### config.mk
export PLATFORM = sky130hd
export DESIGN_NAME = clkgen_ctrl_regs
export DESIGN_NICKNAME = d
export VERILOG_FILES = /design/src/rtl/ckr_pkg.sv /design/src/rtl/ckr_wr_decode.sv /design/src/rtl/ckr_field_reg.sv /design/src/rtl/ckr_div_stage.sv /design/src/rtl/clkgen_ctrl_regs.sv
export SDC_FILE = /design/constraint.sdc
export NUM_CORES = 1
export LEC_CHECK = 0
export BUFFER_PORTS_ARGS = -buffer_cell sky130_fd_sc_hd__buf_2
export CORE_UTILIZATION = 42
export CTS_BUF_LIST = sky130_fd_sc_hd__clkbuf_8
export DETAILED_ROUTE_END_ITERATION = 6
export PLACE_DENSITY = 0.65
export SLEW_MARGIN = 25
export SYNTH_ARGS = -nofsm -noshare
export SYNTH_HDL_FRONTEND = slang
export SYNTH_SLANG_ARGS = --single-unit
### constraint.sdc
create_clock -name clk_i -period 2.5 [get_ports clk_i]
set_input_delay 0.125 -clock clk_i [delete_from_list [all_inputs] [get_ports clk_i]]
set_output_delay 0.125 -clock clk_i [all_outputs]
set_load 0.05 [all_outputs]
### src/rtl/ckr_pkg.sv
package ckr_pkg;
  localparam int unsigned ADDR_W = 8;
  localparam int unsigned DATA_W = 8;
  localparam int unsigned DIV_W  = 12;
  localparam int unsigned DIV_HI_W = 8;
  localparam int unsigned DIV_LO_W = DIV_W - DIV_HI_W;
  localparam int unsigned RANGE_W = 2;
  localparam int unsigned PUMP_W  = 3;
  localparam int unsigned PHASE_W = 5;

  localparam logic [ADDR_W-1:0] A_REV   = 8'h00;
  localparam logic [ADDR_W-1:0] A_DIVHI = 8'h01;
  localparam logic [ADDR_W-1:0] A_DIVLO = 8'h02;
  localparam logic [ADDR_W-1:0] A_CLKG  = 8'h03;
  localparam logic [ADDR_W-1:0] A_PHASE = 8'h04;
  localparam logic [ADDR_W-1:0] A_CPLC  = 8'h05;
  localparam logic [ADDR_W-1:0] A_CDUR  = 8'h06;
  localparam int unsigned FIRST_WR = 1;
  localparam int unsigned LAST_WR  = 6;

  localparam logic [DIV_W-1:0]   RST_DIV   = 12'd1693;
  localparam logic [RANGE_W-1:0] RST_RANGE = 2'b01;
  localparam logic [PUMP_W-1:0]  RST_PUMP  = 3'b001;
  localparam logic [PHASE_W-1:0] RST_PHASE = 5'd16;
  localparam logic [DATA_W-1:0]  RST_CPLC  = 8'h08;
  localparam logic [DATA_W-1:0]  RST_CDUR  = 8'h14;
endpackage

### src/rtl/ckr_wr_decode.sv
module ckr_wr_decode #(
  parameter int unsigned AW = 8,
  parameter int unsigned LO = 1,
  parameter int unsigned HI = 6
) (
  input  logic          wr_en_i,
  input  logic [AW-1:0] addr_i,
  output logic [HI:LO]  sel_o
);
  for (genvar i = LO; i <= HI; i++) begin : g_sel
    assign sel_o[i] = wr_en_i && (addr_i == AW'(i));
  end
endmodule

### src/rtl/ckr_field_reg.sv
module ckr_field_reg #(
  parameter int unsigned W = 8,
  parameter logic [W-1:0] RST_VAL = '0
) (
  input  logic         clk_i,
  input  logic         rst_ni,
  input  logic         en_i,
  input  logic [W-1:0] d_i,
  output logic [W-1:0] q_o
);
  logic [W-1:0] q_d, q_q;

  always_comb begin
    q_d = q_q;
    if (en_i) q_d = d_i;
  end

  always_ff @(posedge clk_i or negedge rst_ni) begin
    if (!rst_ni) q_q <= RST_VAL;
    else         q_q <= q_d;
  end

  assign q_o = q_q;

  // an unwritten field keeps its value
  p_field_hold_r6: assert property (@(posedge clk_i) disable iff (!rst_ni)
    !en_i |=> $stable(q_o));
endmodule

### src/rtl/ckr_div_stage.sv
module ckr_div_stage #(
  parameter int unsigned DW  = 8,
  parameter int unsigned HW  = 8,
  parameter int unsigned LW  = 4,
  parameter logic [HW+LW-1:0] RST_VAL = '0,
  localparam int unsigned VW = HW + LW
) (
  input  logic          clk_i,
  input  logic          rst_ni,
  input  logic          hi_wr_i,
  input  logic          lo_wr_i,
  input  logic [DW-1:0] wdata_i,
  output logic [HW-1:0] hi_q_o,
  output logic [LW-1:0] lo_q_o,
  output logic [VW-1:0] div_o,
  output logic [VW:0]   ratio_o,
  output logic          commit_o
);
  logic [LW-1:0] lo_new;
  logic [VW-1:0] div_d, div_q;
  logic [VW:0]   ratio_d, ratio_q;
  logic          commit_d, commit_q;

  assign lo_new = wdata_i[DW-1 -: LW];

  ckr_field_reg #(.W(HW), .RST_VAL(RST_VAL[VW-1 -: HW])) u_hi (
    .clk_i(clk_i), .rst_ni(rst_ni), .en_i(hi_wr_i),
    .d_i(wdata_i[DW-1 -: HW]), .q_o(hi_q_o));

  ckr_field_reg #(.W(LW), .RST_VAL(RST_VAL[LW-1:0])) u_lo (
    .clk_i(clk_i), .rst_ni(rst_ni), .en_i(lo_wr_i),
    .d_i(lo_new), .q_o(lo_q_o));

  always_comb begin
    div_d    = div_q;
    ratio_d  = ratio_q;
    commit_d = 1'b0;
    if (lo_wr_i) begin
      div_d    = {hi_q_o, lo_new};
      ratio_d  = {1'b0, hi_q_o, lo_new} + (VW+1)'(1);
      commit_d = 1'b1;
    end
  end

  always_ff @(posedge clk_i or negedge rst_ni) begin
    if (!rst_ni) begin
      div_q    <= RST_VAL;
      ratio_q  <= {1'b0, RST_VAL} + (VW+1)'(1);
      commit_q <= 1'b0;
    end else begin
      div_q    <= div_d;
      ratio_q  <= ratio_d;
      commit_q <= commit_d;
    end
  end

  assign div_o    = div_q;
  assign ratio_o  = ratio_q;
  assign commit_o = commit_q;

  // the strobe only follows a low-order write
  p_commit_src_r4: assert property (@(posedge clk_i) disable iff (!rst_ni)
    commit_o |-> $past(lo_wr_i));
  // the committed value joins the staged byte and the new nibble
  p_commit_val_r4: assert property (@(posedge clk_i) disable iff (!rst_ni)
    lo_wr_i |=> div_o == {$past(hi_q_o), $past(lo_new)});
  // without a low-order write the committed divider holds
  p_div_hold_r3: assert property (@(posedge clk_i) disable iff (!rst_ni)
    !lo_wr_i |=> $stable(div_o));
  // the ratio stays one above the divider
  p_ratio_r9: assert property (@(posedge clk_i) disable iff (!rst_ni)
    ratio_o == {1'b0, div_o} + (VW+1)'(1));
endmodule

### src/rtl/clkgen_ctrl_regs.sv
module clkgen_ctrl_regs
  import ckr_pkg::*;
#(
  parameter logic [DATA_W-1:0] REVISION = 8'h01
) (
  input  logic                clk_i,
  input  logic                rst_ni,
  input  logic                wr_en_i,
  input  logic [ADDR_W-1:0]   addr_i,
  input  logic [DATA_W-1:0]   wdata_i,
  output logic [DATA_W-1:0]   rdata_o,
  output logic [DIV_W-1:0]    div_value_o,
  output logic [DIV_W:0]      div_ratio_o,
  output logic                div_commit_o,
  output logic [RANGE_W-1:0]  vco_range_o,
  output logic [PUMP_W-1:0]   pump_cur_o,
  output logic [PHASE_W-1:0]  phase_o,
  output logic [DATA_W-1:0]   clamp_place_o,
  output logic [DATA_W-1:0]   clamp_dur_o
);
  logic [1:0] rst_sync_q;
  logic       rst_n;

  always_ff @(posedge clk_i or negedge rst_ni) begin
    if (!rst_ni) rst_sync_q <= 2'b00;
    else         rst_sync_q <= {rst_sync_q[0], 1'b1};
  end
  assign rst_n = rst_sync_q[1];

  logic [LAST_WR:FIRST_WR] sel;
  ckr_wr_decode #(.AW(ADDR_W), .LO(FIRST_WR), .HI(LAST_WR)) u_dec (
    .wr_en_i(wr_en_i), .addr_i(addr_i), .sel_o(sel));

  logic [DIV_HI_W-1:0] div_hi;
  logic [DIV_LO_W-1:0] div_lo;

  ckr_div_stage #(.DW(DATA_W), .HW(DIV_HI_W), .LW(DIV_LO_W), .RST_VAL(RST_DIV)) u_div (
    .clk_i(clk_i), .rst_ni(rst_n),
    .hi_wr_i(sel[int'(A_DIVHI)]), .lo_wr_i(sel[int'(A_DIVLO)]),
    .wdata_i(wdata_i), .hi_q_o(div_hi), .lo_q_o(div_lo),
    .div_o(div_value_o), .ratio_o(div_ratio_o), .commit_o(div_commit_o));

  ckr_field_reg #(.W(RANGE_W), .RST_VAL(RST_RANGE)) u_range (
    .clk_i(clk_i), .rst_ni(rst_n), .en_i(sel[int'(A_CLKG)]),
    .d_i(wdata_i[7:6]), .q_o(vco_range_o));

  ckr_field_reg #(.W(PUMP_W), .RST_VAL(RST_PUMP)) u_pump (
    .clk_i(clk_i), .rst_ni(rst_n), .en_i(sel[int'(A_CLKG)]),
    .d_i(wdata_i[5:3]), .q_o(pump_cur_o));

  ckr_field_reg #(.W(PHASE_W), .RST_VAL(RST_PHASE)) u_phase (
    .clk_i(clk_i), .rst_ni(rst_n), .en_i(sel[int'(A_PHASE)]),
    .d_i(wdata_i[7:3]), .q_o(phase_o));

  ckr_field_reg #(.W(DATA_W), .RST_VAL(RST_CPLC)) u_cplc (
    .clk_i(clk_i), .rst_ni(rst_n), .en_i(sel[int'(A_CPLC)]),
    .d_i(wdata_i), .q_o(clamp_place_o));

  ckr_field_reg #(.W(DATA_W), .RST_VAL(RST_CDUR)) u_cdur (
    .clk_i(clk_i), .rst_ni(rst_n), .en_i(sel[int'(A_CDUR)]),
    .d_i(wdata_i), .q_o(clamp_dur_o));

  always_comb begin
    rdata_o = '0;
    unique case (addr_i)
      A_REV:   rdata_o = REVISION;
      A_DIVHI: rdata_o = div_hi;
      A_DIVLO: rdata_o = {div_lo, {(DATA_W-DIV_LO_W){1'b0}}};
      A_CLKG:  rdata_o = {vco_range_o, pump_cur_o, {(DATA_W-RANGE_W-PUMP_W){1'b0}}};
      A_PHASE: rdata_o = {phase_o, {(DATA_W-PHASE_W){1'b0}}};
      A_CPLC:  rdata_o = clamp_place_o;
      A_CDUR:  rdata_o = clamp_dur_o;
      default: rdata_o = '0;
    endcase
  end

  // addresses above the map read zero
  p_unmapped_zero_r6: assert property (@(posedge clk_i) disable iff (!rst_n)
    (addr_i > A_CDUR) |-> (rdata_o == '0));
  // the revision address returns the fixed byte
  p_rev_fixed_r1: assert property (@(posedge clk_i) disable iff (!rst_n)
    (addr_i == A_REV) |-> (rdata_o == REVISION));
endmodule

==> out/metrics.cfg, run 1 <==
[status]
status = finished clean

[sta]
max_freq_mhz = 514
worstMarginPinSlew_ns = 0.754
fin_worst_skew_ns = 0.00629
fin_crit_sh_pct = 77.8
slew_headroom_pct = 49.7
rsz0062_at_grt = false
setup_violations = 0
tns_ns = 0
slew_viol_final = 0
finalCriticalPeriod_ns = 1.95
hold_viol_final = 0

[logic_synthesis]
yosysTopAreaCellShare_pct = 31.8
synth.net_count = 256
synth_cells = 236
yosysTopAreaCell = dfrtp_1
synth.most_common_cell = mux2_2
synthTopCellsByArea = dfrtp_1 (32%), dfstp_2 (21%), mux2_2 (19%)
async_flop_share_pct = 100
yosysSeqAreaShare_pct = 53.0
dominantRegCellSynth = dfrtp_1
yosys-top-cells-count = mux2_2 (50), dfrtp_1 (38), dfstp_2 (24), a21oi_1 (14), nor2_1 (14)
synth-edff-count = 0
netlist_area_sq_um = 2990
synth.avg_cell_area_sq_um = 12.7
synth_warnings = 0
ys_ff_latch = 62
synth_cell_type_count = 37

[worst_setup_path]
crit_slowest_cell = dfstp_2
worstPathMaxFanout = 8
crit_type = reg2out
worstPathArrival_ns = 1.82
cp_cell_sequence = mux2i_1 > or3_1 > a21oi_1 > buf_2
end_kind = output pin
start_kind = flip-flop
critPathMaxStageDelay_ns = 0.63
required_ns = 2.38

[clocking]
cts_buffers = 9
clockRootBuffer = clkbuf_8
clk_pin_slew_ns = 0.07
clock_latency_ns = 0.34
cts_tree = built
clk_path_buf_depth = 2
htreeDepth = 3
cts_resized = 0
clkSinkCount = 62

[power]
finalPower_mw = 2.40
powerDensity_nw_per_um2 = 646
cellLeakagePower_nw = 1.92
ir_worst_vdd_mv = 0.318

[finish]
drive_gt1_share_pct = 56.4
stdcell_count = 417
post-route-util_pct = 54.3
design_area_sq_um = 3710
layout.nets = 336
fillers = 630
area_growth_pct = 24.2
antenna_cells = 0

[place]
io_buffers = 78
hpwlAfterDp_um = 4700
placedCellCount = 400
gp_congestion = 0.771
post_dp_cell_area_sq_um = 3460

[routing]
postRouteWirelength_um = 6700
detail_route.wl_per_cell_um = 16.1
vias = 2139
remaining_drc_errors = 0
drt_iter0_drc = 113
ant_nets = 0
vias_per_cell = 5.13
dr.pass1.iters = 4

[grt]
grt_pass1_vias = 2124
grt_max_degree = 61
grt_overflow = 0
grt_first_pass_wirelength_um = 10800
antenna_found_initial = 0
grtUsageTotal_pct = 19.4

[floorplan]
die_w_um = 86.3
initial_utilization_pct = 43.7
coreArea_sq_um = 6830
die_h_um = 86.3
ios = 79
die_area_sq_um = 7450
num_rows = 30

[worst_hold_path]
min_path_type = in2reg

[run]
cap_violations = 0

-- cells in the final DEF (no fill, tap or decap), types with 2 or more instances in the layout --
master     count
buf_4          6
nand4_1        2
xnor2_1        4
inv_1          4
buf_2         78
mux2i_1       12
nand2b_1       2
nor3b_1        2
xor2_1         6
nor4_1         2
mux2_1         4
nor3_1         3
dfstp_2       24
a211oi_1       4
mux2_2        50
mux2_4         5
nand3_1        6
or3_1          2
a22oi_1        2
a21oi_1       14
nor2_1        14
bufinv_16      2
clkbuf_8      12
dfrtp_1       37
nand2_1        8
nor2b_1        2
-- kinds of logic after synthesis --
| group | after synthesis | synth area share, % |
|---|---|---|
| simple gates | 50 | 9.34 |
| mux | 71 | 26.9 |
| other cells | 1 | 0.126 |
| xor+xnor | 10 | 2.93 |
| compound gates | 22 | 4.31 |
| flops | 62 | 53.0 |
| buf+inv | 19 | 3.02 |
| fa+ha+maj | 1 | 0.419 |
-- power breakdown --
part | internal [mW] | total, mW | switching (mW)
Clock | 0.638 | 1.02 | 0.385
Sequential | 1.05 | 1.09 | 0.0360
Combinational | 0.0855 | 0.285 | 0.199
-- critical path, delay by kind of cell (launching register included) --
family	cells	cell delay, ns
mux	1	0.09
compound gates	1	0.14
buf+inv	1	0.28
flops	1	0.63
simple gates	1	0.33
-- flip-flops by register name, summed over array words and instances, names as in the netlist --
signal,count
u_div.ratio_o,13
u_div.div_o,12
u_cdur.q_o,8
u_cplc.q_o,8
u_div.u_hi.q_o,8
u_phase.q_o,5
u_pump.q_o,3
rst_sync_q,2
u_range.q_o,2
u_div.commit_o,1
-- routing by layer --
| metal | global-route usage (%) | wire length, um | vias to the layer above |
|---|---|---|---|
| met5 | 0 | 0 | - |
| met4 | 6.36 | 101 | 0 |
| met3 | 6.00 | 370 | 7 |
| met2 | 31.1 | 3240 | 63 |
| met1 | 25.2 | 2990 | 1067 |
| li1 | - | - | 1002 |
-- per-stage QoR --
| stage | setup WS [ns] | hold slack, ns |
|---|---|---|
| floorplan | 0.116 | -0.171 |
| global route | 0.437 | 0.0484 |
| finish | 0.554 | 0.0533 |
| detailed placement | 0.557 | -0.0880 |
| CTS | 0.536 | 0.0372 |
| global placement | 0.587 | -0.0900 |
-- worst paths after layout --
check / from / end / cells after the start / slack [ns]
min in group asynchronous: rst_ni / rst_sync_q[1]$_DFF_PN0_ / 2 / 0.09
worst max-delay path: u_div.u_hi.q_o[3]$_DFFE_PN1P_ / rdata_o[3] / 4 / 0.55
max in group asynchronous: rst_sync_q[1]$_DFF_PN0_ / u_cplc.q_o[7]$_DFFE_PN0P_ / 1 / 1.58
worst max register to register: u_div.u_hi.q_o[0]$_DFFE_PN1P_ / u_div.ratio_o[11]$_DFFE_PN0P_ / 4 / 0.93
worst min-delay path: wdata_i[1] / u_cplc.q_o[1]$_DFFE_PN0P_ / 2 / 0.05
worst min register to register: rst_sync_q[0]$_DFF_PN0_ / rst_sync_q[1]$_DFF_PN0_ / 0 / 0.36
-- repair_timing --
action | CTS | global route
endpoints found under the hold margin | 2 | 0
hold buffers | 1 | 0
setup buffers | 0 | 0
setup endpoints to repair | 0 | 0
-- cell type report --
cell class	count	area, sq um	area share [%]
flip-flops and latches	62	1580	42.7
multi-input cells	155	1320	35.5
repair buffers	85	445	12.0
clock buffers	12	165	4.45
well taps	96	120	3.24
clock inverters	4	68.8	1.86
inverters	3	11.3	0.304
Power figures use the tool's default switching activity.
==> run 2, diff against run 1 <==
clock period = 1.87 ns   (was 2.5 ns; I/O delays follow)
==> run 2 against run 1 <==
Against the previous run:
- sequential share of layout area down 1.5 points
- worst hold slack lost 0.020 ns
- combinational power increased by 38%
- die area is the same
- register-to-register slack got worse by 0.69 ns
- sequential cell count did not move
- final area up 3.6%
- routed wire length down 0.19%
- critical endpoint is now rdata_o[5]
- largest power group unchanged
- critical path depth increased by 1
==> out/metrics.cfg, run 2 (same netlist as run 1, synthesis figures left out) <==
[worst_setup_path]
worst-path-buf-inv = 1  ; unchanged
critPathMaxStageDelay_ns = 0.62  ; about the same
start_kind = flip-flop
worstPathArrival_ns = 1.69  ; -0.13 ns
cp_top_family = flip-flops
rrSetupSlack_ns = 0.24  ; -0.69 ns
cp.depth = 5  ; +1
r2r-end = u_div.ratio_o[11]$_DFFE_PN0P_
worstPathMaxFanout = 6  ; -2
rr_worst_depth = 5  ; +1
crit_slowest_cell = dfstp_2
cp_cell_sequence = mux2i_1 > nor2_1 > a311oi_1 > a211oi_2 > buf_2
r2r-start = u_div.u_hi.q_o[3]$_DFFE_PN1P_
end_kind = output pin
crit_type = reg2out
required_ns = 1.78  ; -0.60 ns

[sta]
slew_viol_final = 0  ; unchanged
hold_viol_final = 0  ; unchanged
timing.hold.ws_ns = 0.0330  ; -0.0203 ns
final.setup.worst_slack_ns = 0.0842  ; -0.470 ns
fin_crit_sh_pct = 95.5
setup_violations = 0  ; unchanged
max_freq_mhz = 560
fin_worst_skew_ns = 0.0102  ; +0.00388 ns
rsz0062_at_grt = false
finalCriticalPeriod_ns = 1.79
tns_ns = 0  ; unchanged

[finish]
area_growth_pct = 28.7
antenna_cells = 0  ; unchanged
post-route-util_pct = 56.3  ; +2.0 points
drive_gt1_share_pct = 58.6  ; +2.2 points
stdcell_count = 427  ; +2.4%
layout_common_cells = buf_2 (74), mux2_2 (50), dfrtp_1 (37)
layout.nets = 346  ; +3.0%
fillers = 626  ; -0.63%
largest_reg_flops = 13  ; unchanged
design_area_sq_um = 3840  ; +3.6%
layout_commonest_cell = buf_2

[grt]
grt_max_degree = 42  ; -31%
grt_overflow = 0  ; unchanged
grt_pass1_vias = 2107  ; -0.80%
antenna_found_initial = 0  ; unchanged
grtUsageTotal_pct = 19.6  ; +0.21 points
grt_first_pass_wirelength_um = 10800  ; +0.38%

[routing]
ant_nets = 0  ; unchanged
remaining_drc_errors = 0  ; unchanged
vias_per_cell = 5.00  ; -2.6%
dr.pass1.iters = 4  ; unchanged
postRouteWirelength_um = 6690  ; -0.19%
detail_route.wl_per_cell_um = 15.7  ; -2.5%
drt_iter0_drc = 146  ; +29%
vias = 2133  ; -0.28%

[floorplan]
die_h_um = 86.3  ; unchanged
coreArea_sq_um = 6830  ; unchanged
ios = 79  ; unchanged
initial_utilization_pct = 43.7  ; unchanged
die_w_um = 86.3  ; unchanged
die_area_sq_um = 7450  ; unchanged
num_rows = 30  ; unchanged

[place]
gp_congestion = 0.780  ; +1.2%
hpwlAfterDp_um = 4820  ; +2.6%
placedCellCount = 409  ; +2.3%
post-place-ws_ns = 0.0195  ; -0.537 ns
post_dp_cell_area_sq_um = 3570  ; +2.9%
io_buffers = 78  ; unchanged

[run]
cap_violations = 0  ; unchanged

[power]
finalPower_mw = 3.28  ; +37%
cellLeakagePower_nw = 1.99  ; +3.5%
ir_worst_vdd_mv = 0.401  ; +26%
powerDensity_nw_per_um2 = 852  ; +32%

[clocking]
clk_path_buf_depth = 2  ; unchanged
clock_latency_ns = 0.34  ; about the same
clkSinkCount = 62  ; unchanged
clockRootBuffer = clkbuf_8
cts_buffers = 9  ; unchanged
htreeDepth = 3  ; unchanged
clk_pin_slew_ns = 0.06  ; about the same
cts_tree = built

[worst_hold_path]
min_path_type = in2reg
whs_endpoint = u_div.u_hi.q_o[2]$_DFFE_PN0P_
hold_depth = 2  ; unchanged
min-delay-start = wdata_i[2]

[status]
status = finished clean

## run 2: how the worst max path moves through the flow
stage	startpoint	to	slack, ns
6_report	u_div.u_hi.q_o[5]$_DFFE_PN1P_	rdata_o[5]	0.08
5_1_grt	u_div.u_hi.q_o[5]$_DFFE_PN1P_	rdata_o[5]	0.004
4_1_cts	u_div.u_hi.q_o[3]$_DFFE_PN1P_	rdata_o[3]	0.009
3_5_place_dp	addr_i[7]	u_phase.q_o[0]$_DFFE_PN0P_	0.02
3_3_place_gp	addr_i[7]	u_phase.q_o[1]$_DFFE_PN0P_	0.06
2_1_floorplan	addr_i[2]	rdata_o[6]	-0.45
## run 2: power by group
part / leakage [nW] / total, mW / internal (mW) / switching (mW)
combinational: 1.10 / 0.394 / 0.128 / 0.267
sequential: 0.759 / 1.46 / 1.41 / 0.0534
clock: 0.129 / 1.42 / 0.910 / 0.513
total: 1.99 / 3.28 / 2.44 / 0.833
## run 2: timing repair
item                       CTS  global route
setup endpoints to repair    2             4
gates resized for setup      2             6
pin swaps                    0             0
hold endpoints to repair     2             0
setup buffers                0             1
hold buffers                 1             0
## run 2: per-layer routing
layer | wire (um) | global-route usage (%)
met3 | 336 | 5.24
met2 | 3270 | 31.3
met5 | 0 | 0
met1 | 2950 | 25.4
met4 | 133 | 8.03
## run 2: area by class of cell
type                       instances  area (sq um)  area share, %
timing repair buffer              95           556           14.5
multi-input combinational        155          1330           34.7
inverter                           3          11.3          0.293
tap                               96           120           3.12
sequential                        62          1580           41.2
clock inverter                     6           103           2.67
clock buffer                      10           138           3.58
==> run 3, diff against run 2 <==
CORE_ASPECT_RATIO = 1.75   (was unset)
==> run 3 against run 2 <==
Against the previous run:
- non-clock buffer count fell by 3
- cell count is 3.7% lower
- clock-buffer cell count increased by 1
- sequential cell count is the same
- critical path depth unchanged
- first-iteration DRC count is 81% lower
- largest power group unchanged
- highest routed layer unchanged
==> out/metrics.cfg, run 3 (same netlist as run 1, synthesis figures left out) <==
[routing]
ant_nets = 0  ; unchanged
detail_route.wl_per_cell_um = 16.3  ; +4.0%
postRouteWirelength_um = 6700  ; +0.15%
vias = 2148  ; +0.70%
vias_per_cell = 5.23  ; +4.6%
dr.pass1.iters = 4  ; unchanged
drt_iter0_drc = 28  ; -81%
remaining_drc_errors = 0  ; unchanged

[place]
hpwlAfterDp_um = 5010  ; +3.9%
placedCellCount = 394  ; -3.7%
io_buffers = 78  ; unchanged
gp_congestion = 0.832  ; +6.7%

[clocking]
clockRootBuffer = clkbuf_8
clock_latency_ns = 0.34  ; about the same
cts_tree = built
htreeDepth = 3  ; unchanged
cts_buffers = 9  ; unchanged
clk_path_buf_depth = 2  ; unchanged
clk_pin_slew_ns = 0.07  ; about the same
clkSinkCount = 62  ; unchanged

[sta]
timing.hold.ws_ns = 0.0298  ; -0.00319 ns
hold_viol_final = 0  ; unchanged
worstMarginPinSlew_ns = 0.543
finalCriticalPeriod_ns = 1.78  ; -0.00530 ns
fin_worst_skew_ns = 0.00822  ; -0.00195 ns
slew_headroom_pct = 63.8
slew_viol_final = 0  ; unchanged
rsz0062_at_grt = false
setup_violations = 0  ; unchanged
fin_crit_sh_pct = 95.2  ; -0.28 points
tns_ns = 0  ; unchanged
max_freq_mhz = 562  ; +0.30%

[finish]
antenna_cells = 0  ; unchanged
layout.nets = 343  ; -0.87%
stdcell_count = 411  ; -3.7%
area_growth_pct = 25.2
drive_gt1_share_pct = 58.7  ; +0.11 points
layout_commonest_cell = buf_2
fillers = 613  ; -2.1%
layout_common_cells = buf_2 (74), mux2_2 (50), dfrtp_1 (37)
largest_reg_flops = 13  ; unchanged

[status]
status = finished clean

[power]
p_comb_share_pct = 13.6  ; +1.6 points
intPower_mw = 2.07  ; -15%
p_clk_share_pct = 36.1  ; -7.3 points
switching_power_mw = 0.826  ; -0.81%
sw_frac_of_total_pct = 28.5  ; +3.1 points
cellLeakagePower_nw = 1.93  ; -2.6%
ir_worst_vdd_mv = 0.489  ; +22%
powerDensity_nw_per_um2 = 774  ; -9.2%
power_frac_seq_pct = 50.3  ; +5.8 points

[worst_setup_path]
startpoint = u_div.u_hi.q_o[5]$_DFFE_PN1P_
r2r-end = u_div.ratio_o[11]$_DFFE_PN0P_
endpoint = rdata_o[5]
end_kind = output pin
worstPathArrival_ns = 1.69  ; about the same
start_kind = flip-flop
crit_type = reg2out
rr_worst_depth = 5  ; unchanged
required_ns = 1.78  ; about the same
rrSetupSlack_ns = 0.21  ; -0.03 ns
r2r-start = u_div.u_hi.q_o[3]$_DFFE_PN1P_
worstPathMaxFanout = 6  ; unchanged

[floorplan]
die_h_um = 114  ; +32%
die_area_sq_um = 7470  ; +0.18%
ios = 79  ; unchanged
coreArea_sq_um = 6860  ; +0.37%
initial_utilization_pct = 43.6  ; -0.16 points
num_rows = 40  ; +33%
die_w_um = 65.7  ; -24%

[run]
cap_violations = 0  ; unchanged

[grt]
grt_first_pass_wirelength_um = 10700  ; -1.3%
grt_pass1_vias = 2187  ; +3.8%
grt_overflow = 0  ; unchanged
antenna_found_initial = 0  ; unchanged
grt_max_degree = 38  ; -9.5%
grtUsageTotal_pct = 19.6  ; -0.069 points

[worst_hold_path]
min_path_type = in2reg

[run 3: routing by layer]
layer	share of wire [%]	wire length [um]	vias up	global-route usage (%)
met5	0	0	-	0
met4	3.6	238	0	12.3
met3	3.7	245	21	4.00
met2	54	3610	57	33.3
met1	39	2610	1055	21.6
li1	-	-	1015	-
[run 3: how the worst min path moves through the flow]
stage | start | endpoint | slack (ns) | depth (start not counted)
2_1_floorplan | rst_ni | rst_sync_q[0]$_DFF_PN0_ | -0.20 | 0
3_3_place_gp | rst_ni | rst_sync_q[0]$_DFF_PN0_ | -0.12 | 1
3_5_place_dp | rst_ni | rst_sync_q[0]$_DFF_PN0_ | -0.12 | 1
4_1_cts | wdata_i[0] | u_div.u_hi.q_o[0]$_DFFE_PN1P_ | 0.007 | 2
5_1_grt | wdata_i[1] | u_cplc.q_o[1]$_DFFE_PN0P_ | 0.03 | 2
6_report | wdata_i[2] | u_div.u_hi.q_o[2]$_DFFE_PN0P_ | 0.03 | 2
[run 3: area by class of cell]
type                       count  area, sq um  share of cell area, %
sequential                    62         1580                   42.3
multi-input combinational    155         1330                   35.7
timing repair buffer          92          533                   14.3
clock buffer                  11          151                   4.05
tap                           84          105                   2.81
clock inverter                 4         22.5                  0.602
inverter                       3         11.3                  0.301
[run 3: what timing repair did]
item                                    CTS  global route
cloned                                    0             0
hold buffers                              1             0
hold endpoints to repair                  2             0
gates resized for setup                   3             3
setup buffers                             0             1
endpoints found under the setup margin    3             4
[run 3: metrics by stage]
stage                     setup WS (ns)  cell area [sq um]  power [mW]  utilization [%]
final                            0.0895               3740        2.90             54.5
after global placement           0.0154               3530        1.87             51.5
after global routing             0.0102               3740        3.03             54.5
after CTS                        0.0146               3720        2.94             54.3
after detailed placement        -0.0236               3530        1.87             51.5
after floorplan                  -0.451               3000        1.75                -
[run 3: critical path, stage by stage (launching register included)]
cell	delay, ns
dfstp_2	0.61
mux2i_1	0.09
nor2_1	0.10
a311oi_1	0.07
a211oi_2	0.22
clkbuf_4	0.26
[run 3: power by group through the flow]
stage	logic (mW)	clock network, mW	registers [mW]
after floorplan	0.127	0	1.62
after global placement	0.386	0	1.48
after detailed placement	0.391	0	1.48
after CTS	0.393	1.08	1.46
after global routing	0.418	1.14	1.47
final	0.394	1.04	1.46
